===== config.mk =====
export PLATFORM = sky130hd
export DESIGN_NAME = rx_lock_gate
export DESIGN_NICKNAME = d
export VERILOG_FILES = /design/src/rtl/rx_lock_pkg.sv /design/src/rtl/rx_clk_monitor.sv /design/src/rtl/rx_lock_fsm.sv /design/src/rtl/rx_out_gate.sv /design/src/rtl/rx_lock_gate.sv
export SDC_FILE = /design/constraint.sdc
export NUM_CORES = 1
export LEC_CHECK = 0
export BUFFER_PORTS_ARGS = -buffer_cell sky130_fd_sc_hd__clkbuf_2
export CAP_MARGIN = 20
export CORE_MARGIN = 2
export CORE_UTILIZATION = 43
export CTS_CLUSTER_SIZE = 8
export DETAILED_ROUTE_END_ITERATION = 16
export HOLD_SLACK_MARGIN = 0.05
export PLACE_DENSITY = 0.72
export SLEW_MARGIN = 20
export SYNTH_ARGS = -nofsm -noshare
export SYNTH_HDL_FRONTEND = slang
export SYNTH_SLANG_ARGS = --single-unit

===== constraint.sdc =====
create_clock -name clk -period 2 [get_ports clk]
set_input_delay 0.1 -clock clk [delete_from_list [all_inputs] [get_ports clk]]
set_output_delay 0.1 -clock clk [all_outputs]
set_load 0.03 [all_outputs]

===== src/rtl/rx_lock_pkg.sv =====
`timescale 1ns/1ps
package rx_lock_pkg;
    typedef enum logic [1:0] {
        ST_PDOWN = 2'd0,
        ST_ACQ   = 2'd1,
        ST_LOCK  = 2'd2,
        ST_NOCLK = 2'd3
    } lk_state_e;
endpackage


===== src/rtl/rx_clk_monitor.sv =====
`timescale 1ns/1ps
module rx_clk_monitor #(
    parameter int MISS_LIMIT = 64
) (
    input  logic clk,
    input  logic rst_n,
    input  logic lane_clk,
    output logic edge_seen,
    output logic clk_missing,
    output logic lane_sync
);
    localparam int MW = $clog2(MISS_LIMIT + 1);

    typedef struct packed {
        logic [2:0]    shr;
        logic [MW-1:0] miss;
    } mon_t;

    mon_t mon_d, mon_q;

    assign edge_seen   = mon_q.shr[1] & ~mon_q.shr[2];
    assign lane_sync   = mon_q.shr[1];
    assign clk_missing = (mon_q.miss == MW'(MISS_LIMIT));

    always_comb begin
        mon_d     = mon_q;
        mon_d.shr = {mon_q.shr[1:0], lane_clk};
        if (edge_seen)
            mon_d.miss = '0;
        else if (!clk_missing)
            mon_d.miss = mon_q.miss + 1'b1;
    end

    always_ff @(posedge clk or negedge rst_n) begin
        if (!rst_n) mon_q <= '0;
        else        mon_q <= mon_d;
    end

    // the idle counter saturates at the limit
    a_r5_miss_bounded: assert property (@(posedge clk) disable iff (!rst_n)
        mon_q.miss <= MW'(MISS_LIMIT));

    // a detected edge removes the missing indication
    a_r5_edge_clears: assert property (@(posedge clk) disable iff (!rst_n)
        edge_seen |=> !clk_missing);
endmodule


===== src/rtl/rx_lock_fsm.sv =====
`timescale 1ns/1ps
module rx_lock_fsm
    import rx_lock_pkg::*;
#(
    parameter int LOCK_EDGES = 32800
) (
    input  logic      clk,
    input  logic      rst_n,
    input  logic      run_en,
    input  logic      edge_seen,
    input  logic      clk_missing,
    output lk_state_e state
);
    localparam int CW = $clog2(LOCK_EDGES + 1);

    typedef struct packed {
        lk_state_e     st;
        logic [CW-1:0] cnt;
    } fsm_t;

    fsm_t fsm_d, fsm_q;

    assign state = fsm_q.st;

    always_comb begin
        fsm_d = fsm_q;
        if (!run_en) begin
            fsm_d.st  = ST_PDOWN;
            fsm_d.cnt = '0;
        end else begin
            unique case (fsm_q.st)
                ST_PDOWN: begin
                    fsm_d.st  = ST_ACQ;
                    fsm_d.cnt = '0;
                end
                ST_ACQ: begin
                    if (clk_missing) begin
                        fsm_d.st  = ST_NOCLK;
                        fsm_d.cnt = '0;
                    end else if (edge_seen) begin
                        if (fsm_q.cnt == CW'(LOCK_EDGES - 1)) begin
                            fsm_d.st  = ST_LOCK;
                            fsm_d.cnt = '0;
                        end else begin
                            fsm_d.cnt = fsm_q.cnt + 1'b1;
                        end
                    end
                end
                ST_LOCK: begin
                    if (clk_missing) begin
                        fsm_d.st  = ST_NOCLK;
                        fsm_d.cnt = '0;
                    end
                end
                ST_NOCLK: begin
                    if (edge_seen) begin
                        fsm_d.st  = ST_ACQ;
                        fsm_d.cnt = '0;
                    end
                end
                default: begin
                    fsm_d.st  = ST_PDOWN;
                    fsm_d.cnt = '0;
                end
            endcase
        end
    end

    always_ff @(posedge clk or negedge rst_n) begin
        if (!rst_n) fsm_q <= '{st: ST_PDOWN, cnt: '0};
        else        fsm_q <= fsm_d;
    end

    // power-down overrides every state on the next edge
    a_r2_pd_direct: assert property (@(posedge clk) disable iff (!rst_n)
        !run_en |=> fsm_q.st == ST_PDOWN);

    // lock is reached only through acquisition
    a_r3_lock_from_acq: assert property (@(posedge clk) disable iff (!rst_n)
        (fsm_q.st != ST_LOCK) ##1 (fsm_q.st == ST_LOCK) |-> $past(fsm_q.st) == ST_ACQ);

    // clock loss while locked drops lock
    a_r5_loss_drops: assert property (@(posedge clk) disable iff (!rst_n)
        (run_en && fsm_q.st == ST_LOCK && clk_missing) |=> fsm_q.st == ST_NOCLK);

    // the counter holds a value only during acquisition
    a_r7_cnt_cleared: assert property (@(posedge clk) disable iff (!rst_n)
        (fsm_q.st != ST_ACQ) |-> fsm_q.cnt == '0);
endmodule


===== src/rtl/rx_out_gate.sv =====
`timescale 1ns/1ps
module rx_out_gate
    import rx_lock_pkg::*;
#(
    parameter int DATA_W      = 21,
    parameter bit STROBE_RISE = 1'b1
) (
    input  logic              clk,
    input  logic              rst_n,
    input  lk_state_e         state,
    input  logic [DATA_W-1:0] din,
    input  logic              lane_sync,
    output logic [DATA_W-1:0] dout,
    output logic              out_en,
    output logic              strobe
);
    logic strobe_raw;

    generate
        if (STROBE_RISE) begin : g_rise
            assign strobe_raw = lane_sync;
        end else begin : g_fall
            assign strobe_raw = ~lane_sync;
        end
    endgenerate

    always_comb begin
        out_en = (state != ST_PDOWN);
        dout   = (state == ST_LOCK) ? din : '0;
        strobe = (state == ST_LOCK) ? strobe_raw : 1'b0;
    end

    // nonzero data appears only when locked
    a_r4_data_only_locked: assert property (@(posedge clk) disable iff (!rst_n)
        (dout != '0) |-> state == ST_LOCK);

    // power-down releases the outputs
    a_r1_hiz_in_pd: assert property (@(posedge clk) disable iff (!rst_n)
        (state == ST_PDOWN) |-> (!out_en && dout == '0));

    // the strobe is quiet while unlocked
    a_r8_strobe_quiet: assert property (@(posedge clk) disable iff (!rst_n)
        (state != ST_LOCK) |-> !strobe);
endmodule


===== src/rtl/rx_lock_gate.sv =====
`timescale 1ns/1ps
module rx_lock_gate
    import rx_lock_pkg::*;
#(
    parameter int DATA_W      = 21,
    parameter int LOCK_EDGES  = 32800,
    parameter int MISS_LIMIT  = 64,
    parameter bit STROBE_RISE = 1'b1
) (
    input  logic              clk,
    input  logic              rst_n,
    input  logic              run_en,
    input  logic              lane_clk,
    input  logic [DATA_W-1:0] din,
    output logic [DATA_W-1:0] dout,
    output logic              out_en,
    output logic              strobe
);
    logic      edge_seen;
    logic      clk_missing;
    logic      lane_sync;
    lk_state_e state;

    rx_clk_monitor #(.MISS_LIMIT(MISS_LIMIT)) u_mon (
        .clk         (clk),
        .rst_n       (rst_n),
        .lane_clk    (lane_clk),
        .edge_seen   (edge_seen),
        .clk_missing (clk_missing),
        .lane_sync   (lane_sync)
    );

    rx_lock_fsm #(.LOCK_EDGES(LOCK_EDGES)) u_fsm (
        .clk         (clk),
        .rst_n       (rst_n),
        .run_en      (run_en),
        .edge_seen   (edge_seen),
        .clk_missing (clk_missing),
        .state       (state)
    );

    rx_out_gate #(.DATA_W(DATA_W), .STROBE_RISE(STROBE_RISE)) u_gate (
        .clk       (clk),
        .rst_n     (rst_n),
        .state     (state),
        .din       (din),
        .lane_sync (lane_sync),
        .dout      (dout),
        .out_en    (out_en),
        .strobe    (strobe)
    );
endmodule


# After elaboration in Yosys (flattened, before gate mapping)
# Cells that the tools add are included.
[word_totals]
reg_bits = 28
input_bits = 25
out_inout_bits = 23
word_cells = 34
[classes]
n_addsub = 2
eq_ne = 10
muxes = 12
n_bitwise = 2
n_reduce_logical = 4
[ops]
columns = ["operator", "count"]
rows = [
  ["18-bit two-way mux", 5],
  ["18-bit case mux with 4 select lines", 1],
  ["21-bit two-way mux", 1],
  ["16-bit by 1-bit adder with 16-bit output (second input constant)", 1],
  ["16-bit == test (second input constant)", 1],
  ["16-bit two-way mux", 1],
  ["7-bit two-way mux", 2],
  ["7-bit by 1-bit adder with 7-bit output (second input constant)", 1],
  ["7-bit == test (second input constant)", 1],
  ["3-bit inequality test (second input constant)", 2],
  ["2-bit == test (second input constant)", 2],
  ["4-bit by 3-bit inequality test with 1-bit output (second input constant)", 1],
  ["4-bit inequality test (second input constant)", 1],
  ["4-bit AND reduction", 1],
  ["3-bit AND reduction", 1],
  ["2-bit by 1-bit == test with 1-bit output (second input constant)", 1],
  ["2-bit zero test", 1],
  ["2-bit two-way mux", 1],
  ["2-bit inequality test (second input constant)", 1],
  ["2-bit nonzero test", 1],
  ["1-bit bitwise AND", 1],
  ["1-bit two-way mux", 1],
  ["1-bit NOT", 1],
]

# Longest topological paths before layout
[logic_depth]
ltp_word = 6
ltp_mapped = 8
mapped_depth_nobuf = 7

# Modules after synthesis
# From an unflattened synthesis, not the netlist that was laid out.
[hier_totals]
cells_unflattened = 198
hier_area_um2 = 1790.5
[modules_own_cells]
columns = ["module", "instances", "cells_per_inst", "area_per_inst_um2", "seq_area_each_um2"]
rows = [
  ["rx_lock_fsm", 1, 127, 1104.8, 450.4],
  ["rx_clk_monitor", 1, 44, 459.2, 250.2],
  ["rx_out_gate", 1, 27, 226.5, 0.0],
]

# Worst setup path before layout
# OpenSTA, ideal clock, no wires.
[synth_timing]
kind = "register -> register"
startpoint = "register u_mon.mon_q[0] (netlist name)"
endpoint = "register u_fsm.fsm_q, in the netlist u_fsm.state[0]"
setup_ps = 79
arrival_ps = 1804
required_ps = 1921
slack_ps = 116
stages_incl_launch_ff = 9
path_buffers = 1
period_less_slack_ps = 1884
path_cell_list = "dfrtp_1 > inv_1 > ha_1 > and4bb_2 > a21boi_2 > or3_1 > buf_2 > a31oi_4 > mux2i_1"
[synth_via]
elab_chain_len = 4
word_cells_on_any_way = 8
cone_classes = "eq/ne: 4; mux: 3; reduce/logical: 1"
[synth_lines]
columns = ["item", "line", "rtl"]
rows = [
  ["start, declared", "rx_clk_monitor.sv:19", "mon_t mon_d, mon_q;"],
  ["start signal, assigned", "rx_clk_monitor.sv:36", "else mon_q <= mon_d;"],
  ["7-bit == test (*)", "rx_clk_monitor.sv:23", "assign clk_missing = (mon_q.miss == MW'(MISS_LIMIT));"],
  ["18-bit two-way mux", "rx_lock_fsm.sv:37", "if (clk_missing) begin"],
  ["18-bit case mux with 4 select lines", "rx_lock_fsm.sv:31", "unique case (fsm_q.st)"],
  ["18-bit two-way mux", "rx_lock_fsm.sv:27", "if (!run_en) begin"],
  ["end signal, assigned", "rx_lock_fsm.sv:70", "if (!rst_n) fsm_q <= '{st: ST_PDOWN, cnt: '0};"],
  ["end signal, assigned", "rx_lock_fsm.sv:71", "else fsm_q <= fsm_d;"],
  ["end, declared", "rx_lock_fsm.sv:21", "fsm_t fsm_d, fsm_q;"],
]
# Every way passes the cells marked *; elsewhere a longest branch is shown, timed or not.
# A chain may end at the register's enable or synchronous reset.

# Final worst setup path
# Same ends and word-level chain as after synthesis.

==> results by group <==
Run status
  – Outcome: complete, no violations

Clocking
  – Buffer levels on the longest clock path: 2
  – Clock Pin Slew Worst Setup and Hold Paths: 0.10 ns
  – TritonCTS Sinks: 28
  – CTS H-tree depth: 1
  – Insertion delay to the later sink of the worst-skew pair: 0.28 ns
  – Number of buffers inserted during clock tree synthesis: 3
  – Clock tree from TritonCTS: done
  – Clock root buffer master: clkbuf_8

Final layout
  – Share of layout cells above drive strength 1: 31.9%
  – Layout overhead on the synthesized area: 24.5%
  – NumNets Final: 271
  – Layout filler cell count: 339
  – Antenna Cells: 0

STA
  – # setup viols final: 0
  – Worst slew margin relative to its limit: 52.7%
  – Final hold violation count: 0
  – Final cycle utilization of the critical path: 97.3%
  – Setup ws final: 0.0542 ns
  – Total Neg Setup Slack: 0 ns
  – Worst-Margin Slew: 0.709 ns
  – Final Slew Violations: 0
  – Achievable Freq: 514 MHz
  – Minimum clock period: 1.95 ns
  – Clock skew: 0.00603 ns
  – Worst hold slack after final layout: 0.224 ns

Yosys
  – Most instantiated cells after synthesis: 28 x dfrtp_1, 27 x and2_1, 10 x nand2_1
  – Syn_nets: 213
  – Biggest area contributors in the synthesized netlist: dfrtp_1 39%, and2_1 9.5%, ha_1 4.9%, xnor2_1 4.4%, o31ai_1 2.5%
  – Most used flip-flop cell after synthesis: dfrtp_1
  – Register bit total from synthesis: 28
  – Most frequent cell after synthesis: dfrtp_1
  – Count of flip-flops with a built-in enable after synthesis: 0
  – Sequential cell area fraction in the yosys report: 39.3%
  – Share of flip-flops with an asynchronous set or reset: 100%
  – Average footprint of a synthesized cell: 9.85 um^2
  – Area share of the largest cell type after synthesis: 39.3%
  – Number of cells produced by synthesis: 181
  – Synthesized cell area: 1780 um^2
  – Largest area contributor in the netlist: dfrtp_1
  – Number of synthesis warnings: 0
  – Number of distinct library cell variants in the gate-level netlist after synthesis: 43

Route
  – Total length of routed wires: 4040 um
  – Total number of vias: 1545
  – Number of iterations in the first detailed-routing pass: 4
  – Average via count per standard cell: 5.36
  – Average wire per standard cell: 14.0 um
  – Antenna Violating Nets Remaining: 0
  – Starting DRC count in detailed routing: 92
  – Drc violations: 0

Floorplan
  – Floorplan core area: 4000 um^2
  – Die area: 4680 um^2
  – Initial core utilization: 44.6%
  – Die outline width: 68.4 um
  – Number of placement rows: 23
  – Ports placed on the boundary: 48
  – Die boundary height: 68.4 um

Worst hold path
  – Min-delay src: run_en
  – Tightest Hold Check Type: in -> reg
  – Number of instances on the worst hold path: 3
  – Endpoint, Worst Hold: u_fsm.state[1]

Power
  – Power Total: 2010 uW
  – Static Leak: 0.00102 uW
  – Largest voltage drop on the vdd net: 0.000560 V
  – Pwr Density: 906 nW/um^2

Global route
  – GR Util All Layers: 18.9%
  – Initial antenna violation count: 0
  – First-pass GRT wire length: 6730 um
  – Pin count of the biggest net entering global routing: 29
  – GR Overflow Total: 0
  – Number of global-route vias before repair: 1502

Placement
  – Worst Setup Slack post-DPL: -0.0738 ns
  – DP Wirelength: 3010 um
  – Gp weighted congestion: 0.868
  – Count of input and output buffers: 47

Critical path
  – Endpoint of the worst-slack reg-to-reg timing path: u_fsm.state[0]
  – Req. time, crit path: 2.20 ns
  – Maximum fanout along the worst path: 8
  – Register-to-Register Path Depth: 7
  – Critical path class: reg -> reg
  – Worst reg2reg path startpoint: u_mon.mon_q[0]
  – Arrival time at the worst endpoint: 2.15 ns
  – Sort of element at the start of the critical path: register
  – Category of the worst setup path capture point: register
  – Reg-to-reg setup timing slack: 0.05 ns

Run
  – Max-capacitance violation count: 0
critical path, cell delays in order, from the launching register on:
cell      delay, ns
dfrtp_1        0.38
inv_1          0.08
ha_1           0.15
and4bb_4       0.30
a211oi_4       0.09
or3_4          0.47
a31oi_4        0.19
mux2i_1        0.21
sequential cells by signal, indices dropped and copies added, names as in the netlist:
register / cells
u_mon.lane_sync: 1
u_mon.mon_d: 1
u_fsm.state: 2
u_mon.mon_q: 8
u_fsm.fsm_q: 16
where the power goes:
part / total, uW / internal [uW] / switching, uW
clock: 355 / 177 / 178
combinational: 982 / 377 / 605
sequential: 674 / 619 / 55.1
total: 2010 / 1170 / 839
per-layer routing:
| layer | up-vias | share of wire [%] | wire length [um] | GRT usage, % |
|---|---|---|---|---|
| met5 | - | 0 | 0 | 0 |
| met3 | 5 | 3.5 | 143 | 1.64 |
| met1 | 739 | 44 | 1780 | 23.0 |
| met2 | 44 | 51 | 2050 | 34.3 |
| met4 | 0 | 1.6 | 66 | 6.75 |
| li1 | 757 | - | - | - |
placed cells by master (no fill, tap or decap), types with 5 or more instances in the layout:
cell type and n:
nor2_1 9, buf_4 10, inv_1 9, nand2_1 10, ha_1 7, xnor2_1 9, dfrtp_1 28, o31ai_1 6
clkbuf_2 47, nand3_1 7, o2bb2ai_1 5, and2_1 27
final cells by class:
type	instances	area, um^2	area share (%)
multi-input combinational	138	1040	46.7
sequential	28	701	31.6
timing repair buffer	59	330	14.9
tap	50	62.6	2.82
clock buffer	4	55.1	2.48
inverter	9	33.8	1.52
cells by family (layout without fill, tap and decap cells):
group	count (synthesis)	in the layout	share of synthesized area, %
multiplexers	3	3	1.68
XOR/XNOR	11	11	5.40
buffers and inverters	15	72	3.72
adder cells (fa/ha/maj)	7	7	4.91
flip-flops	28	28	39.3
AO/OA/AOI/OAI	31	31	15.7
AND/OR/NAND/NOR	86	86	29.3
how the worst max path moves through the flow:
stage | startpoint | endpoint | slack, ns
2_1_floorplan | u_mon.mon_q[0] | u_fsm.state[0] | 0.12
3_3_place_gp | u_mon.mon_q[0] | u_fsm.state[1] | 0.02
3_5_place_dp | u_mon.mon_q[0] | u_fsm.state[0] | -0.07
4_1_cts | u_mon.mon_q[0] | u_fsm.state[0] | 0.02
5_1_grt | u_mon.mon_q[0] | u_fsm.fsm_q[6] | -0.02
6_report | u_mon.mon_q[0] | u_fsm.state[0] | 0.05
through the flow:
step | area (um^2) | cells | util [%]
after floorplan | 1780 | 181 | -
after global placement | 2110 | 280 | 52.7
after detailed placement | 2110 | 280 | 52.7
after CTS | 2190 | 286 | 54.7
after global routing | 2220 | 288 | 55.5
final | 2220 | 288 | 55.5
repair_timing:
| item | 4_1_cts | 5_1_grt |
|---|---|---|
| endpoints found under the hold margin | 29 | 0 |
| pin swaps | 0 | 1 |
| setup buffers | 0 | 2 |
| hold buffers | 2 | 0 |
| resized for setup | 1 | 4 |
| endpoints found under the setup margin | 12 | 13 |
Power figures use the tool's default switching activity.
